$ cat src/rtl/addr_tbl_pkg.sv
// Shared opcodes and constants of the address table engine.
// Assumes the 16-bit register layout described in the brief.
package addr_tbl_pkg;
    localparam int MACW = 48;
    localparam int DBW  = 6;
    localparam logic [3:0] ST_EMPTY  = 4'h0;
    localparam logic [3:0] ST_STATIC = 4'hF;

    typedef enum logic [2:0] {
        OP_NOP      = 3'd0,
        OP_FM_ALL   = 3'd1,
        OP_FM_NS    = 3'd2,
        OP_LOAD     = 3'd3,
        OP_NEXT     = 3'd4,
        OP_FM_DB    = 3'd5,
        OP_FM_NS_DB = 3'd6
    } op_e;

    typedef enum logic [1:0] {
        S_IDLE = 2'd0,
        S_SCAN = 2'd1,
        S_FIN  = 2'd2
    } fsm_e;
endpackage

$ cat src/rtl/addr_tbl_store.sv
// Table storage: DEPTH slots, one asynchronous read port, one write port.
// Assumes a single writer per cycle; reset empties every slot (state zero).
module addr_tbl_store #(
    parameter int DEPTH = 16,
    parameter int NPORT = 4,
    parameter int IW    = $clog2(DEPTH)
) (
    input  logic             clk,
    input  logic             rst_n,
    input  logic [IW-1:0]    rd_idx,
    output logic [47:0]      rd_mac,
    output logic [5:0]       rd_db,
    output logic [3:0]       rd_st,
    output logic             rd_tr,
    output logic [NPORT-1:0] rd_pv,
    input  logic             wr_en,
    input  logic [IW-1:0]    wr_idx,
    input  logic [47:0]      wr_mac,
    input  logic [5:0]       wr_db,
    input  logic [3:0]       wr_st,
    input  logic             wr_tr,
    input  logic [NPORT-1:0] wr_pv
);
    logic [47:0]      mac_a [DEPTH];
    logic [5:0]       db_a  [DEPTH];
    logic [3:0]       st_a  [DEPTH];
    logic             tr_a  [DEPTH];
    logic [NPORT-1:0] pv_a  [DEPTH];

    // state per slot, cleared by reset so the table starts empty
    always_ff @(posedge clk) begin
        if (!rst_n) begin
            for (int i = 0; i < DEPTH; i++) st_a[i] <= 4'h0;
        end else if (wr_en) begin
            st_a[wr_idx] <= wr_st;
        end
    end

    // payload per slot, meaningful only while its state is non-zero
    always_ff @(posedge clk) begin
        if (wr_en) begin
            mac_a[wr_idx] <= wr_mac;
            db_a[wr_idx]  <= wr_db;
            tr_a[wr_idx]  <= wr_tr;
            pv_a[wr_idx]  <= wr_pv;
        end
    end

    assign rd_mac = mac_a[rd_idx];
    assign rd_db  = db_a[rd_idx];
    assign rd_st  = st_a[rd_idx];
    assign rd_tr  = tr_a[rd_idx];
    assign rd_pv  = pv_a[rd_idx];
endmodule

$ cat src/rtl/addr_tbl_rule.sv
// Per-slot flush/move rule: decides whether the scanned slot is rewritten
// and with which state and port vector. Purely combinational.
// Assumes NPORT >= 2*clog2(NPORT) so both port fields fit the vector.
module addr_tbl_rule
    import addr_tbl_pkg::*;
#(
    parameter int NPORT = 4
) (
    input  op_e              op,
    input  logic [5:0]       sel_db,
    input  logic [3:0]       arg_st,
    input  logic [NPORT-1:0] arg_pv,
    input  logic [5:0]       slot_db,
    input  logic [3:0]       slot_st,
    input  logic [NPORT-1:0] slot_pv,
    output logic             wr,
    output logic [3:0]       new_st,
    output logic [NPORT-1:0] new_pv
);
    localparam int FW = $clog2(NPORT);
    localparam logic [NPORT-1:0] ONE = {{(NPORT-1){1'b0}}, 1'b1};

    logic          is_fm, per_db, ns_only, match;
    logic [FW-1:0] src, dst;
    logic [NPORT-1:0] src_m, dst_m;

    // classify the opcode and qualify the slot
    always_comb begin
        is_fm   = (op == OP_FM_ALL) || (op == OP_FM_NS) ||
                  (op == OP_FM_DB)  || (op == OP_FM_NS_DB);
        per_db  = (op == OP_FM_DB)  || (op == OP_FM_NS_DB);
        ns_only = (op == OP_FM_NS)  || (op == OP_FM_NS_DB);
        match   = is_fm && (slot_st != ST_EMPTY) &&
                  (!per_db || (slot_db == sel_db)) &&
                  (!ns_only || (slot_st != ST_STATIC));
    end

    // compute the rewritten slot for flush or move
    always_comb begin
        src    = arg_pv[FW-1:0];
        dst    = arg_pv[2*FW-1:FW];
        src_m  = ONE << src;
        dst_m  = (&dst) ? '0 : (ONE << dst);
        wr     = 1'b0;
        new_st = slot_st;
        new_pv = slot_pv;
        if (match && arg_st == ST_EMPTY) begin
            wr     = 1'b1;
            new_st = ST_EMPTY;
        end else if (match && arg_st == ST_STATIC && (slot_pv & src_m) != '0) begin
            wr     = 1'b1;
            new_pv = (slot_pv & ~src_m) | dst_m;
        end
    end
endmodule

$ cat src/rtl/addr_table_engine.sv
// Address table command engine: register file, command sequencer and
// result write-back. Every command scans all DEPTH slots, one per cycle,
// then spends one finishing cycle. Assumes software polls busy.
module addr_table_engine
    import addr_tbl_pkg::*;
#(
    parameter int DEPTH = 16,
    parameter int NPORT = 4
) (
    input  logic        clk,
    input  logic        rst_n,
    input  logic        reg_we,
    input  logic [2:0]  reg_sel,
    input  logic [15:0] reg_wdata,
    output logic [15:0] reg_rdata,
    output logic        busy
);
    localparam int IW  = $clog2(DEPTH);
    localparam int PAD = 11 - NPORT;

    fsm_e             fsm;
    logic [IW-1:0]    idx_q;
    logic [14:0]      opw_q;
    op_e              op_q;
    logic [5:0]       db_q;
    logic [47:0]      mac_q;
    logic [15:0]      dat_q;
    logic [3:0]       dat_st;
    logic             dat_tr;
    logic [NPORT-1:0] dat_pv;
    logic             hit_f, free_f, best_f;
    logic [IW-1:0]    hit_i, free_i, best_i;
    logic [47:0]      best_mac;

    logic [IW-1:0]    rd_idx;
    logic [47:0]      rd_mac;
    logic [5:0]       rd_db;
    logic [3:0]       rd_st;
    logic             rd_tr;
    logic [NPORT-1:0] rd_pv;
    logic             tw_en;
    logic [IW-1:0]    tw_idx;
    logic [47:0]      tw_mac;
    logic [5:0]       tw_db;
    logic [3:0]       tw_st;
    logic             tw_tr;
    logic [NPORT-1:0] tw_pv;
    logic             rule_wr;
    logic [3:0]       rule_st;
    logic [NPORT-1:0] rule_pv;
    logic             slot_ok, key_hit, nxt_better;

    assign op_q   = op_e'(opw_q[14:12]);
    assign db_q   = {opw_q[9:8], opw_q[3:0]};
    assign dat_st = dat_q[3:0];
    assign dat_pv = dat_q[4 +: NPORT];
    assign dat_tr = dat_q[15];
    assign busy   = (fsm != S_IDLE);
    assign rd_idx = (fsm == S_FIN) ? best_i : idx_q;

    addr_tbl_store #(.DEPTH(DEPTH), .NPORT(NPORT), .IW(IW)) u_store (
        .clk(clk), .rst_n(rst_n), .rd_idx(rd_idx),
        .rd_mac(rd_mac), .rd_db(rd_db), .rd_st(rd_st), .rd_tr(rd_tr), .rd_pv(rd_pv),
        .wr_en(tw_en), .wr_idx(tw_idx), .wr_mac(tw_mac), .wr_db(tw_db),
        .wr_st(tw_st), .wr_tr(tw_tr), .wr_pv(tw_pv)
    );

    addr_tbl_rule #(.NPORT(NPORT)) u_rule (
        .op(op_q), .sel_db(db_q), .arg_st(dat_st), .arg_pv(dat_pv),
        .slot_db(rd_db), .slot_st(rd_st), .slot_pv(rd_pv),
        .wr(rule_wr), .new_st(rule_st), .new_pv(rule_pv)
    );

    // qualify the scanned slot for load lookup and get-next search
    always_comb begin
        slot_ok    = (rd_st != ST_EMPTY) && (rd_db == db_q);
        key_hit    = slot_ok && (rd_mac == mac_q);
        nxt_better = slot_ok && (rd_mac > mac_q) && (!best_f || rd_mac < best_mac);
    end

    // table write port: scan-time rewrite or finishing-cycle load
    always_comb begin
        tw_en  = 1'b0;
        tw_idx = idx_q;
        tw_mac = rd_mac;
        tw_db  = rd_db;
        tw_st  = rule_st;
        tw_tr  = rd_tr;
        tw_pv  = rule_pv;
        if (fsm == S_SCAN) begin
            tw_en = rule_wr;
        end else if (fsm == S_FIN && op_q == OP_LOAD) begin
            tw_mac = mac_q;
            tw_db  = db_q;
            tw_st  = dat_st;
            tw_tr  = dat_tr;
            tw_pv  = dat_pv;
            if (dat_st != ST_EMPTY) begin
                tw_en  = hit_f || free_f;
                tw_idx = hit_f ? hit_i : free_i;
            end else begin
                tw_en  = hit_f;
                tw_idx = hit_i;
            end
        end
    end

    // register file and command sequencer
    always_ff @(posedge clk) begin
        if (!rst_n) begin
            fsm      <= S_IDLE;
            idx_q    <= '0;
            opw_q    <= '0;
            mac_q    <= '0;
            dat_q    <= '0;
            hit_f    <= 1'b0;
            free_f   <= 1'b0;
            best_f   <= 1'b0;
            hit_i    <= '0;
            free_i   <= '0;
            best_i   <= '0;
            best_mac <= '0;
        end else begin
            case (fsm)
                S_IDLE: begin
                    if (reg_we) begin
                        case (reg_sel)
                            3'd0: if (reg_wdata[15]) begin
                                opw_q  <= reg_wdata[14:0];
                                fsm    <= S_SCAN;
                                idx_q  <= '0;
                                hit_f  <= 1'b0;
                                free_f <= 1'b0;
                                best_f <= 1'b0;
                            end
                            3'd1: dat_q          <= reg_wdata;
                            3'd2: mac_q[47:32]   <= reg_wdata;
                            3'd3: mac_q[31:16]   <= reg_wdata;
                            3'd4: mac_q[15:0]    <= reg_wdata;
                            default: ;
                        endcase
                    end
                end
                S_SCAN: begin
                    if (key_hit && !hit_f) begin
                        hit_f <= 1'b1;
                        hit_i <= idx_q;
                    end
                    if (rd_st == ST_EMPTY && !free_f) begin
                        free_f <= 1'b1;
                        free_i <= idx_q;
                    end
                    if (nxt_better) begin
                        best_f   <= 1'b1;
                        best_i   <= idx_q;
                        best_mac <= rd_mac;
                    end
                    if (idx_q == IW'(DEPTH - 1)) fsm <= S_FIN;
                    else idx_q <= idx_q + IW'(1);
                end
                S_FIN: begin
                    if (op_q == OP_NEXT) begin
                        if (best_f) begin
                            mac_q <= rd_mac;
                            dat_q <= {rd_tr, {PAD{1'b0}}, rd_pv, rd_st};
                        end else begin
                            mac_q <= '1;
                            dat_q <= '0;
                        end
                    end
                    fsm <= S_IDLE;
                end
                default: fsm <= S_IDLE;
            endcase
        end
    end

    // read mux, data register masked while its state is zero
    always_comb begin
        case (reg_sel)
            3'd0:    reg_rdata = {busy, opw_q};
            3'd1:    reg_rdata = (dat_st == ST_EMPTY) ? 16'h0000 : dat_q;
            3'd2:    reg_rdata = mac_q[47:32];
            3'd3:    reg_rdata = mac_q[31:16];
            3'd4:    reg_rdata = mac_q[15:0];
            default: reg_rdata = 16'h0000;
        endcase
    end
endmodule

$ cat config.mk
export PLATFORM = sky130hd
export DESIGN_NAME = addr_table_engine
export DESIGN_NICKNAME = d
export VERILOG_FILES = /design/src/rtl/addr_tbl_pkg.sv /design/src/rtl/addr_tbl_store.sv /design/src/rtl/addr_tbl_rule.sv /design/src/rtl/addr_table_engine.sv
export SDC_FILE = /design/constraint.sdc
export NUM_CORES = 2
export LEC_CHECK = 0
export CAP_MARGIN = 20
export CORE_ASPECT_RATIO = 0.6
export CORE_MARGIN = 2
export CORE_UTILIZATION = 64
export CTS_CLUSTER_DIAMETER = 200
export DETAILED_ROUTE_END_ITERATION = 16
export DONT_BUFFER_PORTS = 1
export PLACE_DENSITY = 0.79
export REMOVE_ABC_BUFFERS = 1
export SYNTH_ARGS = -nofsm -noshare
export SYNTH_HDL_FRONTEND = slang
export SYNTH_SLANG_ARGS = --single-unit
export TNS_END_PERCENT = 100
$ cat constraint.sdc
create_clock -name clk -period 8.4 [get_ports clk]
set_input_delay 0.84 -clock clk [delete_from_list [all_inputs] [get_ports clk]]
set_output_delay 0.84 -clock clk [all_outputs]
set_load 0.02 [all_outputs]
# == Word level (Yosys, flattened, before mapping) ==
# Memory sizes are Yosys's and may differ from the RTL's.
# Index checks and enable logic that the tools add are counted.
# word_totals
regBits,148
latchBits,0
ram_bits,1008
mem_bits_ro,0
in_bits,22
output_inout_bits,17
n_memories,5
# classes
n_addsub,1
multipliers,0
n_div,0
n_lt_le_gt_ge,2
n_eq_ne,30
n_shift,2
mux,65
n_bitwise,4
n_reduce_logical,52
# mem_list
memory,depth,word_bits,read_ports,rd_ports_with_merged_regs,wr,line,source
u_store.mac_a,16,48,1,0,1,addr_tbl_store.sv:24,logic [47:0] mac_a [DEPTH];
u_store.db_a,16,6,1,0,1,addr_tbl_store.sv:25,logic [5:0] db_a [DEPTH];
u_store.pv_a,16,4,1,0,1,addr_tbl_store.sv:28,logic [NPORT-1:0] pv_a [DEPTH];
u_store.st_a,16,4,1,0,16,addr_tbl_store.sv:26,logic [3:0] st_a [DEPTH];
u_store.tr_a,16,1,1,0,1,addr_tbl_store.sv:27,logic tr_a [DEPTH];
# op_table
cell,n
$mux 48,5
$mux 16,8
$pmux 48 s2,1
$pmux 16 s5,1
$mux 4,19
$eq 48x48->1,1
$gt 48x48->1,1
$lt 48x48->1,1
$pmux 16 s2,1
$reduce_and 4->1,6
$reduce_and 5->1,4
$mux 1,19
$ne 2x1->1 const B,9
$logic_and 1x1->1,13
$eq 3x2->1 const B,4
$eq 3x3->1 const B,4
$mux 6,2
$reduce_bool 4->1,3
$logic_or 1x1->1,9
$and 4x4->4,2
$eq 4x4->1 const B,2
$logic_not 4->1,2
$mux 2,4
$ne 2x2->1 const B,4
18 further kinds,31

# == Logic depth before layout (Yosys ltp) ==
# depth
word_depth,17
depth_mapped,27
mapped_depth_nobuf,17

# == Modules after synthesis ==
# A second synthesis with hierarchy kept.
# unflattened
cells_unflattened,3006
area_unflattened_um2,48881.9
# modules_own_cells
mod,instances,cells_each,area_per_inst_um2
addr_tbl_store,1,1672,38356.8
addr_table_engine,1,1294,10171.0
addr_tbl_rule,1,40,354.1

# == Worst setup path before layout ==
# No wires, ideal clock.
# synth_path
path_kind,register to register
start,register best_i[0]
end,memory u_store.db_a[1][0] (enable)
setup_time_ps,476
t_arrival_ps,5564
slack_ps,2360
path_stages_with_launch,18
cell_sequence,dfxtp_1 buf_2 and3b_1 buf_4 a21oi_2 buf_6 buf_6 buf_6 mux2i_1 o22ai_1 nor4_2 xor2_1 nand3_1 o21ai_2 a21oi_1 clkbuf_1 buf_2 nor2_1
# synth_via
elab_chain_len,13
word_cells_on_any_way,22
classes_between,eq/ne (2); mux (6); bitwise (1); reduce/logical (10); memory (3)
# synth_lines
element,line,source
"start, declared",addr_table_engine.sv:32,"logic [IW-1:0] hit_i, free_i, best_i;"
"start signal, assigned",addr_table_engine.sv:155,best_i <= idx_q;
$mux 4 (*),addr_table_engine.sv:59,assign rd_idx = (fsm == S_FIN) ? best_i : idx_q;
$mem_v2 16x6 or $mem_v2 16x4 (tied branches),-,
$eq 6x6->1 or $reduce_bool 4->1 (tied branches),"addr_tbl_rule.sv:34, addr_tbl_rule.sv:33",
$logic_or 1x1->1 or $logic_and 1x1->1 (tied branches),"addr_tbl_rule.sv:34, addr_tbl_rule.sv:33",
$logic_and 1x1->1,addr_tbl_rule.sv:33,match = is_fm && (slot_st != ST_EMPTY) &&
$logic_and 1x1->1,addr_tbl_rule.sv:34,(!per_db || (slot_db == sel_db)) &&
$logic_and 1x1->1 (2 in a row),addr_tbl_rule.sv:50,end else if (match && arg_st == ST_STATIC && (slot_pv & src_m) != '0) begin
$mux 1,addr_tbl_rule.sv:50,
$mux 1 (*),addr_tbl_rule.sv:47,if (match && arg_st == ST_EMPTY) begin
$mux 1 (*),addr_table_engine.sv:90,if (fsm == S_SCAN) begin
$mux 1 (*),addr_tbl_store.sv:41,if (wr_en) begin
$mux 1 (not written as such) (*),addr_tbl_store.sv:43,db_a[wr_idx] <= wr_db;
"end, declared",addr_tbl_store.sv:25,
# Mark *: on every way between the ends. The rest lies on a longest branch, timed or not.

==> results by group <==
Timing
  • Slew margin rel.: 16.6%
  • Final setup vio count: 0
  • Tcrit/Tclk final: 85.8%
  • Fmax: 139 MHz
  • Final Max Slew Viols: 0
  • RSZ-0062 raised after global routing: false
  • Min Tclk post-route: 7.21 ns
  • Worst slew pin tran: 1.24 ns
  • Setup TNS: 0 ns
  • Endpoints failing hold: 0
  • Clock Skews: 0.0347 ns

Power and ir drop
  • Design internal power: 8.95 mW
  • Net Sw Frac: 21.1%
  • Sequential share of power: 54.9%
  • Switching power: 2.40 mW
  • Pwr Density: 206 mW/mm^2
  • Leakage: 17.8 nW
  • VDD IR max: 0.000232 V
  • Pwr Total: 11.4 mW
  • Clock power frac: 41.7%
  • Combinational share of power: 3.5%

Worst setup path
  • Max FO, Critical Path: 74
  • CP Capture Type: register
  • Crit path DAT: 7.53 ns
  • RR Startpoint: fsm[1]
  • Reg-to-reg endpoint: u_store.st_a[5][2]
  • Critical path data required time: 8.73 ns
  • R2R Setup Slk: 1.19 ns
  • Startpoint Class: register
  • Worst Reg2Reg Path Length in Cells: 11
  • Setup CP Type: reg2reg

CTS
  • Clk slew on worst S/H paths: 0.07 ns
  • CTS tree: built
  • Clock sink count: 1,156
  • Root Buffer: clkbuf_16
  • # H-tree levels: 3
  • Max clock buf depth: 3
  • Post-CTS Setup Bufs: 0
  • Cts bufs inserted: 100
  • Resized Gates After CTS: 0
  • Clk_lat worst skew: 0.73 ns
  • Hold buffers post-CTS: 0

Worst hold path
  • WHS Endpoint: fsm[0]
  • Worst hold path class: in2reg
  • Hold Path Cell Cnt: 1
  • Worst hold start: rst_n

Logic synthesis
  • Seq/Total Area, Yosys: 66.8%
  • Commonest cells in the netlist: edfxtp_1, nand2_1, mux4_2
  • Mapped Cells: 3,376
  • Top FF cell, synth: edfxtp_1
  • Synth area leaders: edfxtp_1, mux4_2, dfxtp_1
  • Yosys warnings: 0
  • Async S/R FF share, synth: 0%
  • Top-area cell type share of the netlist area: 60.8%
  • Top-count cell post-synth: edfxtp_1
  • Post-synthesis cell type count: 68
  • Post-synth EDFFs: 1,008
  • Post-Syn Area: 0.0498 sq mm
  • #FFs+latches synth: 1,156
  • Syn Area/Cell: 14.7 sq um
  • Dominant cell type by area after synthesis: edfxtp_1

GRT
  • Antenna violations before repair: 1
  • Vias in the first global route: 31.2k
  • Total GRT Usage: 35.4%
  • Largest net degree at the start of global routing: 89
  • GRT overflow: 0
  • First-pass GRT wire length: 205,000 microns

Outcome
  • Status: completed

Run
  • Max Cap Viol: 0

Final layout
  • Register area: 0.0332 sq mm
  • Layout cells sized above 1: 16.4%
  • Multi-input logic area: 0.0153 sq mm
  • Final net count: 3,527
  • Finished Cell Area: 0.0550 sq mm
  • Layout Area Growth over Synthesis: 10.6%
  • FILL cells: 4,840

Drt
  • Pre-Repair DR Iteration Count: 7
  • Vias/cell: 7.08
  • DRC Markers: 0
  • Total Wirelength: 140,000 microns
  • Routed Antenna Nets: 0
  • 1st-iter DRT viols: 5,379
  • Routed WL per cell: 30.8 microns
  • Routed via count: 32.2k

Die
  • Core box area: 0.0772 sq mm
  • I/O pins: 39
  • DIE WIDTH: 364 microns
  • Die Span Y: 220 microns
  • Die Area: 0.0801 sq mm
  • Initial Util: 64.4%
  • Core Rows: 79

Placed design
  • DP Wirelength: 83,900 microns
  • Placed cell area: 0.0517 sq mm
  • GPL Wtd Cong: 0.960
  • Number of port buffers: 0
worst max path at each step:
stage          depth (start not counted)   start  slack, ns                    to
6_report                              11  fsm[1]       1.19    u_store.st_a[5][2]
2_1_floorplan                         10  fsm[1]     -14.80   u_store.db_a[10][0]
4_1_cts                               19  fsm[1]       1.40          best_mac[42]
3_3_place_gp                          13  fsm[1]       1.72  u_store.mac_a[9][27]
3_5_place_dp                          12  fsm[1]       1.51  u_store.mac_a[4][33]
5_1_grt                               19  fsm[1]       0.84          best_mac[32]
area by class of cell:
type,count,share of cell area (%)
multi-input cells,1869,27.7
inverters,114,0.782
repair buffers,168,2.71
well taps,1053,2.39
clock buffers,121,4.80
clock inverters,63,1.21
diodes,1,0.00455
flip-flops and latches,1156,60.4
cell families after synthesis:
logic type	synth area share, %
flops	66.8
simple gates	6.84
compound gates	9.02
buf+inv	3.04
mux	11.7
fa+ha+maj	2.41
xor+xnor	0.158
critical path, cell delays in order (launching register included):
cell and delay (ns):
dfxtp_1 0.67, nor2b_4 0.30, buf_4 0.73, mux2_4 0.57, nand2_1 0.48, o22ai_1 0.26
nor4_1 0.90, and4_1 0.58, a2111oi_1 0.16, a21oi_4 0.81, buf_4 0.76, o21ai_0 0.52
through the flow:
step	util [%]	hold slack [ns]	setup slack [ns]	std cells
after detailed placement	66.9	0.449	1.51	4354
after CTS	71.2	0.214	1.40	4538
after global routing	71.3	0.249	0.836	4544
after global placement	66.8	0.439	1.72	4341
final	71.3	0.257	1.19	4545
after floorplan	-	0.432	-14.80	3139
sequential cells by signal (all words and copies together), names as in the netlist, 15 cells and up:
name           count
u_store.mac_a    768
u_store.db_a      96
u_store.pv_a      64
u_store.st_a      64
best_mac          48
mac_q             48
dat_q             16
u_store.tr_a      16
opw_q             15
placed cells by master, fill, tap and decap left out, types with 9 or more instances in the layout:
cell / instances
a31oi_1: 62
mux2i_1: 140
mux4_2: 194
a211oi_1: 90
nor3_1: 15
o21a_1: 9
dfxtp_1: 148
clkbuf_1: 16
clkbuf_16: 101
a221oi_1: 12
nor2b_1: 10
clkinv_2: 18
nor2_4: 13
o31ai_1: 53
o21ai_0: 104
nor2_1: 98
nand3_1: 42
o211ai_1: 9
nand4_1: 78
o22ai_1: 31
a22oi_1: 14
a21o_1: 29
buf_12: 18
clkinv_1: 14
bufinv_16: 11
and3_1: 51
o221ai_1: 60
buf_4: 140
inv_1: 113
a21oi_1: 166
nand2_1: 384
edfxtp_1: 1008
ha_1: 96
layer usage:
| layer | vias to the layer above | global-route usage, % | share of wire [%] | wire length, microns |
|---|---|---|---|---|
| met2 | 2530 | 51.2 | 43 | 60700 |
| met5 | - | 0 | 0 | 0 |
| met1 | 15900 | 52.1 | 39 | 54000 |
| met4 | 0 | 11.9 | 3.5 | 4890 |
| met3 | 374 | 10.5 | 15 | 20600 |
| li1 | 13300 | - | - | - |
power groups by stage:
stage          registers (mW)  logic (mW)  clock network [mW]
2_1_floorplan            6.35       0.289                   0
3_3_place_gp             6.35       0.361                   0
3_5_place_dp             6.35       0.376                   0
4_1_cts                  6.23       0.379                4.75
5_1_grt                  6.23       0.416                4.97
6_report                 6.23       0.392                4.73
No activity file was read; power rests on OpenSTA's default activity.
